[src/rtl/dwf_pkg.sv]
package dwf_pkg;
   // width needed to hold values 0..n-1, never below one bit
   function automatic int fits_w(input int n);
      return (n <= 2) ? 1 : $clog2(n);
   endfunction
endpackage

[src/rtl/dwf_lane_merge.sv]
// Finds the forming entry for one group's PC and splits the group
// into lanes that fit there and lanes that need a fresh entry.
module dwf_lane_merge #(
   parameter int LANES = 4,
   parameter int NE    = 4,
   parameter int PC_W  = 16,
   localparam int IDX_W = dwf_pkg::fits_w(NE)
) (
   input  logic [PC_W-1:0]             grp_pc,
   input  logic [LANES-1:0]            grp_mask,
   input  logic [NE-1:0]               ent_valid,
   input  logic [NE-1:0]               ent_open,
   input  logic [NE-1:0]               excl,
   input  logic [NE-1:0][PC_W-1:0]     ent_pc,
   input  logic [NE-1:0][LANES-1:0]    ent_occ,
   output logic                        hit,
   output logic [IDX_W-1:0]            hit_idx,
   output logic [LANES-1:0]            fit,
   output logic [LANES-1:0]            rest
);
   logic [LANES-1:0] occ_sel;

   always_comb begin
      hit     = 1'b0;
      hit_idx = '0;
      for (int e = 0; e < NE; e++) begin
         if (!hit && ent_valid[e] && ent_open[e] && !excl[e] &&
             ent_pc[e] == grp_pc && grp_mask != '0) begin
            hit     = 1'b1;
            hit_idx = IDX_W'(e);
         end
      end
      occ_sel = ent_occ[hit_idx];
      fit     = hit ? (grp_mask & ~occ_sel) : '0;
      rest    = grp_mask & ~fit;
   end
endmodule

[src/rtl/dwf_free_pick.sv]
// Lowest two free pool indices and the number of free entries.
module dwf_free_pick #(
   parameter int NE = 4,
   localparam int IDX_W = dwf_pkg::fits_w(NE),
   localparam int FC_W  = dwf_pkg::fits_w(NE + 1)
) (
   input  logic [NE-1:0]    ent_valid,
   output logic [IDX_W-1:0] idx0,
   output logic [IDX_W-1:0] idx1,
   output logic [FC_W-1:0]  free_cnt
);
   logic got0, got1;

   always_comb begin
      idx0     = '0;
      idx1     = '0;
      got0     = 1'b0;
      got1     = 1'b0;
      free_cnt = '0;
      for (int e = 0; e < NE; e++) begin
         if (!ent_valid[e]) begin
            free_cnt = free_cnt + FC_W'(1);
            if (!got0) begin
               got0 = 1'b1;
               idx0 = IDX_W'(e);
            end else if (!got1) begin
               got1 = 1'b1;
               idx1 = IDX_W'(e);
            end
         end
      end
   end
endmodule

[src/rtl/dwf_majority.sv]
// Picks the valid entry with the most occupied lanes; ties go low.
module dwf_majority #(
   parameter int NE    = 4,
   parameter int LANES = 4,
   parameter int CNT_W = 4,
   localparam int IDX_W = dwf_pkg::fits_w(NE)
) (
   input  logic                     clk,
   input  logic                     rst_n,
   input  logic [NE-1:0]            ent_valid,
   input  logic [NE-1:0][LANES-1:0] ent_occ,
   output logic                     sel_valid,
   output logic [IDX_W-1:0]         sel_idx,
   output logic [CNT_W-1:0]         sel_cnt
);
   logic [NE-1:0][CNT_W-1:0] cnt;

   for (genvar e = 0; e < NE; e++) begin : g_cnt
      assign cnt[e] = CNT_W'($countones(ent_occ[e]));
   end

   always_comb begin
      sel_valid = 1'b0;
      sel_idx   = '0;
      sel_cnt   = '0;
      for (int e = 0; e < NE; e++) begin
         if (ent_valid[e] && (!sel_valid || cnt[e] > sel_cnt)) begin
            sel_valid = 1'b1;
            sel_idx   = IDX_W'(e);
            sel_cnt   = cnt[e];
         end
      end
   end

   // a live entry always holds at least one thread
   a_r6_issue_nonempty: assert property (@(posedge clk) disable iff (!rst_n)
      sel_valid |-> sel_cnt != '0);
endmodule

[src/rtl/dwf_pool.sv]
module dwf_pool #(
   parameter int LANES = 4,
   parameter int TID_W = 8,
   parameter int PC_W  = 16,
   parameter int NE    = 4,
   localparam int IDX_W = dwf_pkg::fits_w(NE),
   localparam int FC_W  = dwf_pkg::fits_w(NE + 1),
   localparam int CNT_W = dwf_pkg::fits_w(NE * LANES + 2 * LANES + 1) + 1
) (
   input  logic                   clk,
   input  logic                   rst_n,
   input  logic                   in_valid,
   output logic                   in_ready,
   input  logic [PC_W-1:0]        tk_pc,
   input  logic [LANES-1:0]       tk_mask,
   input  logic [LANES*TID_W-1:0] tk_tid,
   input  logic [PC_W-1:0]        nt_pc,
   input  logic [LANES-1:0]       nt_mask,
   input  logic [LANES*TID_W-1:0] nt_tid,
   input  logic                   iss_take,
   output logic                   iss_valid,
   output logic [PC_W-1:0]        iss_pc,
   output logic [LANES-1:0]       iss_mask,
   output logic [LANES*TID_W-1:0] iss_tid
);
   if (NE < 2) begin : g_bad_ne
      $error("dwf_pool: NE must be at least 2");
   end
   if (LANES < 1 || TID_W < 1 || PC_W < 1) begin : g_bad_w
      $error("dwf_pool: widths must be positive");
   end

   // pool state
   logic [NE-1:0]                        ent_valid, ent_open;
   logic [NE-1:0][PC_W-1:0]              ent_pc;
   logic [NE-1:0][LANES-1:0]             ent_occ;
   logic [NE-1:0][LANES-1:0][TID_W-1:0]  ent_tid;

   // incoming groups after same-PC folding (0 = taken, 1 = not taken)
   logic                                 accept, same_pc;
   logic [1:0][PC_W-1:0]                 g_pc;
   logic [1:0][LANES-1:0]                g_mask, fit, rest;
   logic [1:0][LANES-1:0][TID_W-1:0]     g_tid;
   logic [1:0]                           hit, need;
   logic [1:0][IDX_W-1:0]                hit_idx, alloc_idx;

   // issue side
   logic                                 sel_valid, do_iss;
   logic [IDX_W-1:0]                     sel_idx, free0, free1;
   logic [CNT_W-1:0]                     sel_cnt;
   logic [FC_W-1:0]                      free_cnt;
   logic [NE-1:0]                        excl;

   assign in_ready = free_cnt >= FC_W'(2);
   assign accept   = in_valid && in_ready;
   assign same_pc  = tk_pc == nt_pc;

   always_comb begin
      g_pc[0]   = tk_pc;
      g_pc[1]   = nt_pc;
      g_mask[0] = accept ? (tk_mask | (same_pc ? nt_mask : '0)) : '0;
      g_mask[1] = (accept && !same_pc) ? nt_mask : '0;
      for (int l = 0; l < LANES; l++) begin
         g_tid[0][l] = (same_pc && nt_mask[l]) ? nt_tid[l*TID_W +: TID_W]
                                               : tk_tid[l*TID_W +: TID_W];
         g_tid[1][l] = nt_tid[l*TID_W +: TID_W];
      end
   end

   dwf_majority #(.NE(NE), .LANES(LANES), .CNT_W(CNT_W)) u_major (
      .clk(clk), .rst_n(rst_n), .ent_valid(ent_valid), .ent_occ(ent_occ),
      .sel_valid(sel_valid), .sel_idx(sel_idx), .sel_cnt(sel_cnt));

   dwf_free_pick #(.NE(NE)) u_free (
      .ent_valid(ent_valid), .idx0(free0), .idx1(free1), .free_cnt(free_cnt));

   assign do_iss = iss_take && sel_valid;
   always_comb begin
      excl = '0;
      if (do_iss) excl[sel_idx] = 1'b1;
   end

   for (genvar g = 0; g < 2; g++) begin : g_grp
      dwf_lane_merge #(.LANES(LANES), .NE(NE), .PC_W(PC_W)) u_merge (
         .grp_pc(g_pc[g]), .grp_mask(g_mask[g]), .ent_valid(ent_valid),
         .ent_open(ent_open), .excl(excl), .ent_pc(ent_pc), .ent_occ(ent_occ),
         .hit(hit[g]), .hit_idx(hit_idx[g]), .fit(fit[g]), .rest(rest[g]));
      assign need[g] = rest[g] != '0;
   end

   // taken group takes the lowest free slot; not-taken takes the next one
   assign alloc_idx[0] = free0;
   assign alloc_idx[1] = need[0] ? free1 : free0;

   for (genvar e = 0; e < NE; e++) begin : g_ent
      logic                        n_valid, n_open;
      logic [PC_W-1:0]             n_pc;
      logic [LANES-1:0]            n_occ;
      logic [LANES-1:0][TID_W-1:0] n_tid;

      always_comb begin
         n_valid = ent_valid[e];
         n_open  = ent_open[e];
         n_pc    = ent_pc[e];
         n_occ   = ent_occ[e];
         n_tid   = ent_tid[e];
         if (excl[e]) begin
            n_valid = 1'b0;
            n_open  = 1'b0;
            n_occ   = '0;
            n_tid   = '0;
         end
         for (int g = 0; g < 2; g++) begin
            if (need[g] && alloc_idx[g] == IDX_W'(e)) begin
               n_valid = 1'b1;
               n_open  = 1'b1;
               n_pc    = g_pc[g];
               n_occ   = rest[g];
               for (int l = 0; l < LANES; l++)
                  n_tid[l] = rest[g][l] ? g_tid[g][l] : '0;
            end else if (hit[g] && hit_idx[g] == IDX_W'(e)) begin
               n_occ = n_occ | fit[g];
               for (int l = 0; l < LANES; l++)
                  if (fit[g][l]) n_tid[l] = g_tid[g][l];
               if (need[g]) n_open = 1'b0;
            end
         end
      end

      always_ff @(posedge clk or negedge rst_n) begin
         if (!rst_n) begin
            ent_valid[e] <= 1'b0;
            ent_open[e]  <= 1'b0;
            ent_pc[e]    <= '0;
            ent_occ[e]   <= '0;
            ent_tid[e]   <= '0;
         end else begin
            ent_valid[e] <= n_valid;
            ent_open[e]  <= n_open;
            ent_pc[e]    <= n_pc;
            ent_occ[e]   <= n_occ;
            ent_tid[e]   <= n_tid;
         end
      end

      for (genvar l = 0; l < LANES; l++) begin : g_lane
         // an unoccupied lane never carries a stale thread ID
         a_r9_empty_lane_zero: assert property (@(posedge clk) disable iff (!rst_n)
            !ent_occ[e][l] |-> ent_tid[e][l] == '0);
      end
   end

   assign iss_valid = sel_valid;
   assign iss_pc    = ent_pc[sel_idx];
   assign iss_mask  = ent_occ[sel_idx];
   assign iss_tid   = ent_tid[sel_idx];

   // thread accounting for the checks below
   logic [CNT_W-1:0] occ_total, acc_cnt, iss_cnt;
   assign occ_total = CNT_W'($countones(ent_occ));
   assign acc_cnt   = CNT_W'($countones(g_mask));
   assign iss_cnt   = do_iss ? sel_cnt : '0;

   // threads are neither lost nor duplicated while regrouping
   a_r3_threads_conserved: assert property (@(posedge clk) disable iff (!rst_n)
      1'b1 |=> occ_total == $past(occ_total + acc_cnt - iss_cnt));

   // a refused branch outcome leaves the pool untouched
   a_r7_stall_holds: assert property (@(posedge clk) disable iff (!rst_n)
      (in_valid && !in_ready && !iss_take) |=> ($stable(ent_occ) && $stable(ent_valid)));

   // an accepted non-empty outcome is visible one cycle later
   a_r2_visible_next: assert property (@(posedge clk) disable iff (!rst_n)
      (accept && (tk_mask | nt_mask) != '0) |=> iss_valid);
endmodule

[config.mk]
export PLATFORM = sky130hd
export DESIGN_NAME = dwf_pool
export DESIGN_NICKNAME = d
export VERILOG_FILES = /design/src/rtl/dwf_pkg.sv /design/src/rtl/dwf_lane_merge.sv /design/src/rtl/dwf_free_pick.sv /design/src/rtl/dwf_majority.sv /design/src/rtl/dwf_pool.sv
export SDC_FILE = /design/constraint.sdc
export NUM_CORES = 1
export LEC_CHECK = 0
export ABC_AREA = 0
export BUFFER_PORTS_ARGS = -buffer_cell sky130_fd_sc_hd__buf_2
export CAP_MARGIN = 0
export CORE_MARGIN = 1
export CORE_UTILIZATION = 45
export CTS_BUF_LIST = sky130_fd_sc_hd__clkbuf_8
export DETAILED_ROUTE_END_ITERATION = 8
export SLEW_MARGIN = 40
export SYNTH_ARGS = -nofsm -noshare
export SYNTH_HDL_FRONTEND = slang
export SYNTH_SLANG_ARGS = --single-unit
[constraint.sdc]
create_clock -name clk -period 8.8 [get_ports clk]
set_clock_uncertainty 0.05 [all_clocks]
set_input_delay 0.88 -clock clk [delete_from_list [all_inputs] [get_ports clk]]
set_output_delay 0.88 -clock clk [all_outputs]
set_load 0.005 [all_outputs]
==> results.md, run 1 <==
- The worst setup path is launched from a flip-flop.
- After detailed routing, the number of remaining DRC violations is 0.
- Summed over all failing endpoints, the final setup total negative slack is 0 ns.
- The initial antenna violation count came to 0.
- Leaving out filler cells and counting taps, the final layout contains 2,451.
- In the synthesized netlist the async set-or-reset flop fraction comes to 100%.
- The tree built by TritonCTS fans out to 216 sinks.
- The depth of the most critical reg-to-reg path is 26.
- The proportion of synthesized area in mux cells is 4.46%.
- The initial core utilization is 46.1%.
- The number of endpoints with negative hold slack in the final report was 0.
- The global-route wire length before repair is 104,000 µm.
- The longest clock path from root to sink contains 3 buffers.
- The mapped netlist covers 0.0166 mm².
- The fraction of final layout cells sized beyond drive strength 1 is 19.6%.
- The placed instance count is 2,375.
- The compound-cell area share of the yosys netlist is 32.3%.
- Counting flops with a built-in enable in the synthesized netlist gives 0.
- The die extent in y is 194 µm.
- In this run the critical register-to-register path is captured at ent_occ[0].
- Before antenna repair, the detailed router went through 6 iterations.
- The worst hold path belongs to the class primary input to asynchronous set/reset pin.
- After Yosys synthesis, and, or, nand and nor cells account for 15.1% of the synthesized area.
- The root buffer selected by CTS is sky130_fd_sc_hd__clkbuf_8.
- In this run the count of I/O pins placed on the die edge is 162.
- The total number of yosys warnings is 0.
- The mean area per synthesized cell is 9.21 µm².
- Summing over every cut layer, the via total after detailed routing is 16,600.
- In the routed layout, each cell is associated on average with a via count of 6.76.
- The global placer's final weighted congestion is 1.05.
- The width of the die is 194 µm.
- The clock transition time at the flip-flop clock pins of the worst setup and hold paths is 0.06 ns.
- Max-cap violations in this run came to 0.
- The synthesized netlist devotes 2.52% of its cell area to adder and majority cells.
- TritonCTS built the clock tree.
- Dividing the detail-routed wire length by the instance count gives 28.2 µm.
- Entering global routing, the biggest net connects 92 pins.
- The via count of the first global-routing pass is 16,100.
- The share of the clock period used by the worst path is 96.9%.
- The net count of the finished layout is 2,099.
- The final hold slack is 0.215 ns.
- At the worst endpoint, the arrival time is 8.98 ns.
- The xor/xnor share of the synthesized area is 7.72%.
- Synthesis produced a netlist with a net count of 1,939.
- The endpoint type of the worst setup path is a flip-flop.
- The worst setup path is of the flip-flop to flip-flop kind.
- In this run the standard cell core region covers 0.0359 mm².
- The worst pin sits at a relative slew slack of 33.8%.
- Detailed placement finished with a half-perimeter wire length of 49,700 µm.
- The detail route stage leaves a number of antenna-violating nets equal to 0.
- After layout, the minimum clock period comes to 8.52 ns.
- The total inserted antenna cells is 0.
- The total congestion overflow after global routing is 0.
- The reg-to-reg startpoint is ent_occ[0].
- The area growth from synthesis to layout is 14.6%.
- The peak fanout along the critical path is 18.
- Across every metal layer, demand over resource in global routing totals 36.5%.
- Static timing analysis puts the maximum clock frequency at 117 MHz.
- The number of buffer cells added on primary ports is 161.
- In this run the core area contains 69 standard-cell rows.
- Setup repair after global routing left no endpoint under its margin.
- In this run, synthesis produced a sequential element count of 216.
- The required time of the critical path is 9.25 ns.
- The largest family of logic cells by synthesized area is compound AO/OA/AOI/OAI gates.
- The floorplan step defined a die boundary enclosing 0.0376 mm².
- The number of violations reported at the end of detailed-routing iteration 0 is 1,733.
- The commonest register cell after synthesis is sky130_fd_sc_hd__dfrtp_1.
- The TritonCTS buffer count is 41.
- The H-tree generated during clock tree synthesis spans 2 levels.
- The clock insertion delay at the later pin of the skew report is 0.62 ns.
- The synthesized netlist contains 103 unique library cells.
- Of the synthesized area, sequential elements account for 32.6%.
- At the pin with the least slew margin, the transition time is 0.980 ns.
- The total length of routed wires is 69,200 µm.
- Synthesis produced 1,800 cells.
- The register-to-register setup slack is 0.28 ns.
- Setup violations remaining at the end of the flow were counted as 0.
- The flow ran to the end, and the final reports show no timing, DRC or antenna violations.
- The number of slew-limit violations in the final report was 0.
[cell usage after synthesis, types with 5 or more instances]
library cell	instances	area share (%)
sky130_fd_sc_hd__dfrtp_1	216	33
sky130_fd_sc_hd__nand2_1	151	3.4
sky130_fd_sc_hd__nor2_1	131	3.0
sky130_fd_sc_hd__o2bb2ai_1	111	5.9
sky130_fd_sc_hd__a22oi_1	97	4.4
sky130_fd_sc_hd__xor2_1	87	4.6
sky130_fd_sc_hd__a22o_1	68	3.6
sky130_fd_sc_hd__inv_1	64	1.4
sky130_fd_sc_hd__mux2i_1	60	3.6
sky130_fd_sc_hd__xnor2_1	59	3.1
sky130_fd_sc_hd__o21ai_0	58	1.8
sky130_fd_sc_hd__buf_2	55	1.7
sky130_fd_sc_hd__a221o_1	53	3.2
sky130_fd_sc_hd__a21oi_1	46	1.4
sky130_fd_sc_hd__a2bb2oi_1	45	2.4
sky130_fd_sc_hd__clkbuf_1	39	0.88
sky130_fd_sc_hd__nor4_1	32	1.2
sky130_fd_sc_hd__a31oi_1	30	1.1
sky130_fd_sc_hd__nand3_1	30	0.91
sky130_fd_sc_hd__nand4_1	30	1.1
sky130_fd_sc_hd__ha_1	27	2.0
sky130_fd_sc_hd__nor3_1	24	0.72
sky130_fd_sc_hd__a21o_1	22	1.0
sky130_fd_sc_hd__o21ai_1	17	0.51
sky130_fd_sc_hd__o22ai_1	12	0.45
sky130_fd_sc_hd__and3_1	11	0.42
sky130_fd_sc_hd__mux2_2	11	0.75
sky130_fd_sc_hd__and2_1	10	0.38
sky130_fd_sc_hd__buf_6	10	0.68
sky130_fd_sc_hd__o211ai_1	9	0.41
sky130_fd_sc_hd__buf_1	8	0.18
sky130_fd_sc_hd__nor3_2	8	0.48
sky130_fd_sc_hd__buf_4	7	0.32
sky130_fd_sc_hd__nand2b_1	7	0.26
sky130_fd_sc_hd__nor2b_1	7	0.26
sky130_fd_sc_hd__a2111oi_0	6	0.32
sky130_fd_sc_hd__a211o_1	6	0.32
sky130_fd_sc_hd__a211oi_1	6	0.27
sky130_fd_sc_hd__and3b_1	5	0.26
sky130_fd_sc_hd__and4_1	5	0.26
sky130_fd_sc_hd__or3_1	5	0.19
sky130_fd_sc_hd__or4_1	5	0.23
[through the flow]
step                      util (%)  instance area [µm²]  setup slack, ns
final                         52.9                19000            0.276
after global routing          52.9                19000        0.0000524
after CTS                     52.5                18900            0.368
after detailed placement      50.1                18000            0.403
after global placement        50.0                17900            0.161
after floorplan                  -                16600             1.05
[registers in the layout, summed over array words and instances, names as in the netlist]
| register | count |
|---|---|
| ent_valid | 4 |
| ent_open | 4 |
| ent_occ | 16 |
| ent_tid | 128 |
| ent_pc | 64 |
[area by class of cell]
cell class / count / area [µm²]
clock buffers: 50 / 688
clock inverters: 23 / 163
fillers: 3426 / 16900
inverters: 66 / 248
multi-input cells: 1398 / 10500
flip-flops and latches: 216 / 5410
well taps: 461 / 577
repair buffers: 237 / 1420
[logic make-up (layout without fill, tap and decap cells)]
| kind of cell | after synthesis | count (layout) |
|---|---|---|
| and+or+nand+nor | 497 | 497 |
| adders and majority gates | 31 | 31 |
| DFF | 216 | 216 |
| xor gates and xnor gates | 146 | 146 |
| AOI/OAI and AO/OA | 652 | 652 |
| muxes | 72 | 72 |
| buffers and inverters | 186 | 376 |
[cells in the final DEF (no fill, tap or decap), types with 12 or more instances in the layout]
cell,netlist,routed
sky130_fd_sc_hd__a22o_1,68,68
sky130_fd_sc_hd__nand2_1,151,151
sky130_fd_sc_hd__o21ai_0,58,58
sky130_fd_sc_hd__mux2i_1,60,60
sky130_fd_sc_hd__nor4_1,32,30
sky130_fd_sc_hd__nand4_1,30,30
sky130_fd_sc_hd__nand3_1,30,30
sky130_fd_sc_hd__xnor2_1,59,59
sky130_fd_sc_hd__inv_1,64,79
sky130_fd_sc_hd__buf_2,55,162
sky130_fd_sc_hd__a21o_1,22,22
sky130_fd_sc_hd__a21oi_1,46,46
sky130_fd_sc_hd__a221o_1,53,53
sky130_fd_sc_hd__buf_4,7,68
sky130_fd_sc_hd__clkbuf_8,0,50
sky130_fd_sc_hd__nor2_1,131,126
sky130_fd_sc_hd__nor3_1,24,21
sky130_fd_sc_hd__ha_1,27,27
sky130_fd_sc_hd__dfrtp_1,216,216
sky130_fd_sc_hd__o22ai_1,12,12
sky130_fd_sc_hd__a2bb2oi_1,45,45
sky130_fd_sc_hd__a31oi_1,30,27
sky130_fd_sc_hd__a22oi_1,97,97
sky130_fd_sc_hd__o21ai_1,17,16
sky130_fd_sc_hd__xor2_1,87,87
sky130_fd_sc_hd__o2bb2ai_1,111,111
[what timing repair did]
action	4_1_cts	5_1_grt
setup buffers	0	3
resized for setup	0	14
setup endpoints to repair	0	86
hold buffers	0	0
[worst max-delay path, stage by stage, from the launching register on]
cell,delay [ns]
sky130_fd_sc_hd__dfrtp_1,0.48
sky130_fd_sc_hd__ha_1,0.39
sky130_fd_sc_hd__ha_1,0.24
sky130_fd_sc_hd__fa_1,0.53
sky130_fd_sc_hd__nand2_1,0.08
sky130_fd_sc_hd__ha_1,0.33
sky130_fd_sc_hd__and3b_1,0.20
sky130_fd_sc_hd__a2111oi_4,0.35
sky130_fd_sc_hd__nor2_1,0.17
sky130_fd_sc_hd__a21oi_1,0.26
sky130_fd_sc_hd__ha_1,0.30
sky130_fd_sc_hd__a211o_1,0.33
sky130_fd_sc_hd__o211ai_2,0.20
sky130_fd_sc_hd__buf_4,0.17
sky130_fd_sc_hd__o21ai_0,0.08
sky130_fd_sc_hd__ha_1,0.35
sky130_fd_sc_hd__and3_1,0.18
sky130_fd_sc_hd__a211oi_2,0.37
sky130_fd_sc_hd__o31ai_2,0.22
sky130_fd_sc_hd__or3_1,0.57
sky130_fd_sc_hd__a311oi_1,0.43
sky130_fd_sc_hd__o221a_2,0.38
sky130_fd_sc_hd__o2bb2ai_4,0.18
sky130_fd_sc_hd__o31ai_4,0.50
sky130_fd_sc_hd__buf_4,0.50
sky130_fd_sc_hd__o21ai_0,0.24
sky130_fd_sc_hd__a31oi_1,0.31
[worst max path at each step]
| stage | startpoint | endpoint | cells after the start |
|---|---|---|---|
| 2_1_floorplan | ent_occ[0] | ent_tid[112] | 30 |
| 3_3_place_gp | ent_occ[0] | ent_tid[8] | 25 |
| 3_5_place_dp | ent_occ[0] | ent_pc[55] | 26 |
| 4_1_cts | ent_occ[0] | ent_pc[55] | 26 |
| 5_1_grt | ent_occ[0] | ent_occ[0] | 27 |
| 6_report | ent_occ[0] | ent_occ[0] | 26 |
[layer usage]
layer | wire length [µm] | global-route usage (%)
met5 | 0 | 0
met4 | 1950 | 11.3
met3 | 7920 | 9.32
met2 | 28400 | 51.4
met1 | 30900 | 54.2
Power of run 1 is left out: the tool's default activity adds up to more than one toggle a clock period on the data nets, which glitch-free logic cannot reach.
==> run 2, diff against run 1 <==
--- a/config.mk
+++ b/config.mk
@@ -12,6 +12,7 @@
 export CORE_UTILIZATION = 45
 export CTS_BUF_LIST = sky130_fd_sc_hd__clkbuf_8
 export DETAILED_ROUTE_END_ITERATION = 8
+export RECOVER_POWER = 100
 export SLEW_MARGIN = 40
 export SYNTH_ARGS = -nofsm -noshare
 export SYNTH_HDL_FRONTEND = slang
==> run 2 against run 1 <==
The flow now finishes with violations (max-capacitance violations, max-slew violations). Final area is 0.42% lower. Setup slack worse by 0.055 ns. Die area stayed put. Wire length hardly changed. First-iteration DRC count is 6.1% lower. Hold slack better by 0.25 ns. Non-clock buffer count stayed put. Flip-flop and latch count stayed put. Sequential share of layout area is 0.12 points higher. Critical path depth stayed put. Maximum frequency is 0.64% lower. Clock-buffer cell count stayed put. Critical path type unchanged.
==> results.md, run 2 (synthesis gave the netlist of run 1 again) <==
- The checks that failed: max-capacitance violations, max-slew violations.
- The post-layout minimum cycle time is 8.58 ns (+0.0552 ns).
- The number of iterations in the first detailed-routing pass came to 5 (-1).
- The arrival time of the worst setup path is 9.05 ns (+0.07 ns).
- The number of violations reported at the end of detailed-routing iteration 0 is 1,628 (-6.1%).
- The die extent in y is 194 µm (unchanged).
- The initial core utilization came to 46.1% (unchanged).
- The global-route wire length before repair is 104,000 µm (unchanged).
- The final design area excluding fillers is 0.0189 mm² (-0.42%).
- The highest clock rate was 117 MHz (-0.64%).
- The clock transition time at the flip-flop clock pins of the worst setup and hold paths is 0.06 ns (about the same).
- The row count was 69 (unchanged).
- The total inserted antenna cells came to 0 (unchanged).
- The number of endpoints failing setup at the final stage is 0 (unchanged).
- CTS placed an instance of sky130_fd_sc_hd__clkbuf_8 at the clock tree root.
- The synthesis-to-finish area growth is 14.1%.
- The number of endpoints with negative hold slack in the final report is 0 (unchanged).
- The share of the clock period used by the worst path is 97.5% (+0.63 points).
- The H-tree depth came to 2 (unchanged).
- The clock insertion delay at the later pin of the skew report is 0.63 ns (about the same).
- The CTS tree is yes.
- The total global routing track utilization is 36.5% (unchanged).
- The via count of the first global-routing pass is 16,100 (unchanged).
- The total congestion overflow after global routing is 0 (unchanged).
- The post-cts hold buffer count is 0 (unchanged).
- The category of the worst setup path launch point is a flip-flop.
- The TritonCTS sink count is 216 (unchanged).
- The final hold slack came to 0.461 ns (+0.245 ns).
- The required time of the critical path is 9.27 ns (+0.02 ns).
- The I/O pin total was 162 (unchanged).
- The most common cell after layout, fill and taps aside is sky130_fd_sc_hd__dfrtp_1.
- The total die area is 0.0376 mm² (unchanged).
- The width of the die was 194 µm (unchanged).
- The run finished, with violations left.
- In this run the worst hold path is classified as flip-flop to flip-flop.
- The average wire per cell in the routed design is 28.2 µm (about the same).
- The fraction of final layout cells sized beyond drive strength 1 is 18.4% (-1.2 points).
- The headroom to the max-slew limit is -227% (-260 points).
- The instance area at placement came to 0.0180 mm² (unchanged).
- The HPWL reported at the end of detailed placement is 49,700 µm (unchanged).
- The maximum number of buffers from clock root to sink came to 3 (unchanged).
- The core area came to 0.0359 mm² (unchanged).
- Leaving out fill and tap cells, the most frequent cells in the layout are 216 x sky130_fd_sc_hd__dfrtp_1, 151 x sky130_fd_sc_hd__nand2_1, 142 x sky130_fd_sc_hd__buf_2, 126 x sky130_fd_sc_hd__nor2_1, 111 x sky130_fd_sc_hd__o2bb2ai_1.
- The number of slew-limit violations in the final report is 221 (+221).
- The global placer's final weighted congestion is 1.05 (unchanged).
- The critical path class is flip-flop to flip-flop.
- The count of antenna-violating nets left after detailed routing is 0 (unchanged).
- Ranked by flip-flop count, first place goes to ent_tid.
- STA classifies the critical path endpoint as a flip-flop.
- The transition time at the pin with the least slew margin is 4.90 ns (+3.92 ns).
- The via-per-instance ratio is 6.74 (-0.24%).
- The peak fanout along the critical path was 18 (unchanged).
- The pin count of the biggest net entering global routing is 92 (unchanged).
- The area taken by flip-flops and latches was 0.00541 mm² (unchanged).
- The TritonCTS buffer count is 41 (unchanged).
- The total of max-cap violations was 3 (+3).
- The net count of the finished layout is 2,099 (unchanged).
- The total length of routed wires is 69,200 µm (about the same).
- The number of buffer cells added on primary ports is 161 (unchanged).
- The area of the multi-input gates is 0.0105 mm² (-0.20%).
- The total vias in the final route is 16,500 (-0.24%).
- The initial antenna violation count came to 0 (unchanged).
- The number of fill cells is 3,453 (+0.79%).
- In the final layout, the registers with the most flip-flops are ent_tid (128), ent_pc (64), ent_occ (16).
- The DRC violation count after routing was 0 (unchanged).
- The number of flip-flops under the largest register name is 128 (unchanged).
==> run 2: cell count changes in the layout (fill, tap and decap cells not counted), moves of 2 or more <==
cell	previous run	this run
sky130_fd_sc_hd__and2_0	1	4
sky130_fd_sc_hd__o21ai_1	16	9
sky130_fd_sc_hd__buf_4	68	59
sky130_fd_sc_hd__clkbuf_2	0	5
sky130_fd_sc_hd__buf_6	4	2
sky130_fd_sc_hd__clkbuf_1	0	22
sky130_fd_sc_hd__buf_2	162	142
sky130_fd_sc_hd__clkbuf_4	0	4
sky130_fd_sc_hd__and2_1	11	8
sky130_fd_sc_hd__o21ai_0	58	65
==> run 2: path summary, 6_finish.rpt <==
check / start / end / slack, ns / cells past startpoint
worst min-delay path: ent_valid[3] / ent_valid[3] / 0.46 / 1
worst max register to register: ent_occ[0] / ent_occ[0] / 0.22 / 26
worst min register to register: ent_valid[3] / ent_valid[3] / 0.46 / 1
min in group asynchronous: rst_n / ent_pc[1] / 1.97 / 1
max in group asynchronous: rst_n / ent_tid[80] / 1.48 / 2
worst max-delay path: ent_occ[0] / ent_occ[0] / 0.22 / 26
==> run 2: timing repair <==
action                                  CTS  global route
endpoints found under the setup margin    0            86
setup buffers                             0             3
gates resized for setup                   0            14
==> run 2: cell type report <==
cell class	instances	area share, %
clock buffer	50	3.64
clock inverter	23	0.860
inverter	66	1.31
multi-input combinational	1398	55.3
sequential	216	28.6
tap	461	3.05
timing repair buffer	237	7.21
==> run 2: per-layer routing <==
| metal | track usage [%] | wire length, µm | up-vias |
|---|---|---|---|
| met5 | 0 | 0 | - |
| li1 | - | - | 7213 |
| met3 | 9.32 | 8320 | 123 |
| met4 | 11.3 | 1670 | 0 |
| met1 | 54.2 | 30600 | 8136 |
| met2 | 51.4 | 28600 | 1048 |
==> run 2: worst max-delay path, stage by stage (launching register included) <==
cell                        delay [ns]
sky130_fd_sc_hd__dfrtp_1          0.48
sky130_fd_sc_hd__ha_1             0.40
sky130_fd_sc_hd__ha_1             0.24
sky130_fd_sc_hd__fa_1             0.53
sky130_fd_sc_hd__nand2_1          0.07
sky130_fd_sc_hd__ha_1             0.33
sky130_fd_sc_hd__and3b_1          0.20
sky130_fd_sc_hd__a2111oi_4        0.35
sky130_fd_sc_hd__nor2_1           0.17
sky130_fd_sc_hd__a21oi_1          0.26
sky130_fd_sc_hd__ha_1             0.30
sky130_fd_sc_hd__a211o_1          0.33
sky130_fd_sc_hd__o211ai_2         0.21
sky130_fd_sc_hd__buf_4            0.17
sky130_fd_sc_hd__o21ai_0          0.09
sky130_fd_sc_hd__ha_1             0.35
sky130_fd_sc_hd__and3_1           0.18
sky130_fd_sc_hd__a211oi_2         0.37
sky130_fd_sc_hd__o31ai_2          0.23
sky130_fd_sc_hd__or3_1            0.58
sky130_fd_sc_hd__a311oi_1         0.43
sky130_fd_sc_hd__o221a_2          0.38
sky130_fd_sc_hd__o2bb2ai_4        0.17
sky130_fd_sc_hd__o31ai_4          0.50
sky130_fd_sc_hd__clkbuf_4         0.56
sky130_fd_sc_hd__o21ai_0          0.23
sky130_fd_sc_hd__a31oi_1          0.28
==> run 2: through the flow <==
stage / utilization (%) / TNS, ns / setup WS (ns) / instances
floorplan: - / 0 / 1.05 / 1800
global placement: 50.0 / 0 / 0.161 / 2371
detailed placement: 50.1 / 0 / 0.403 / 2375
CTS: 52.5 / 0 / 0.368 / 2448
global route: 52.6 / -0.0672 / -0.0672 / 2451
finish: 52.6 / 0 / 0.221 / 2451
Power of run 2 is left out for the same reason.
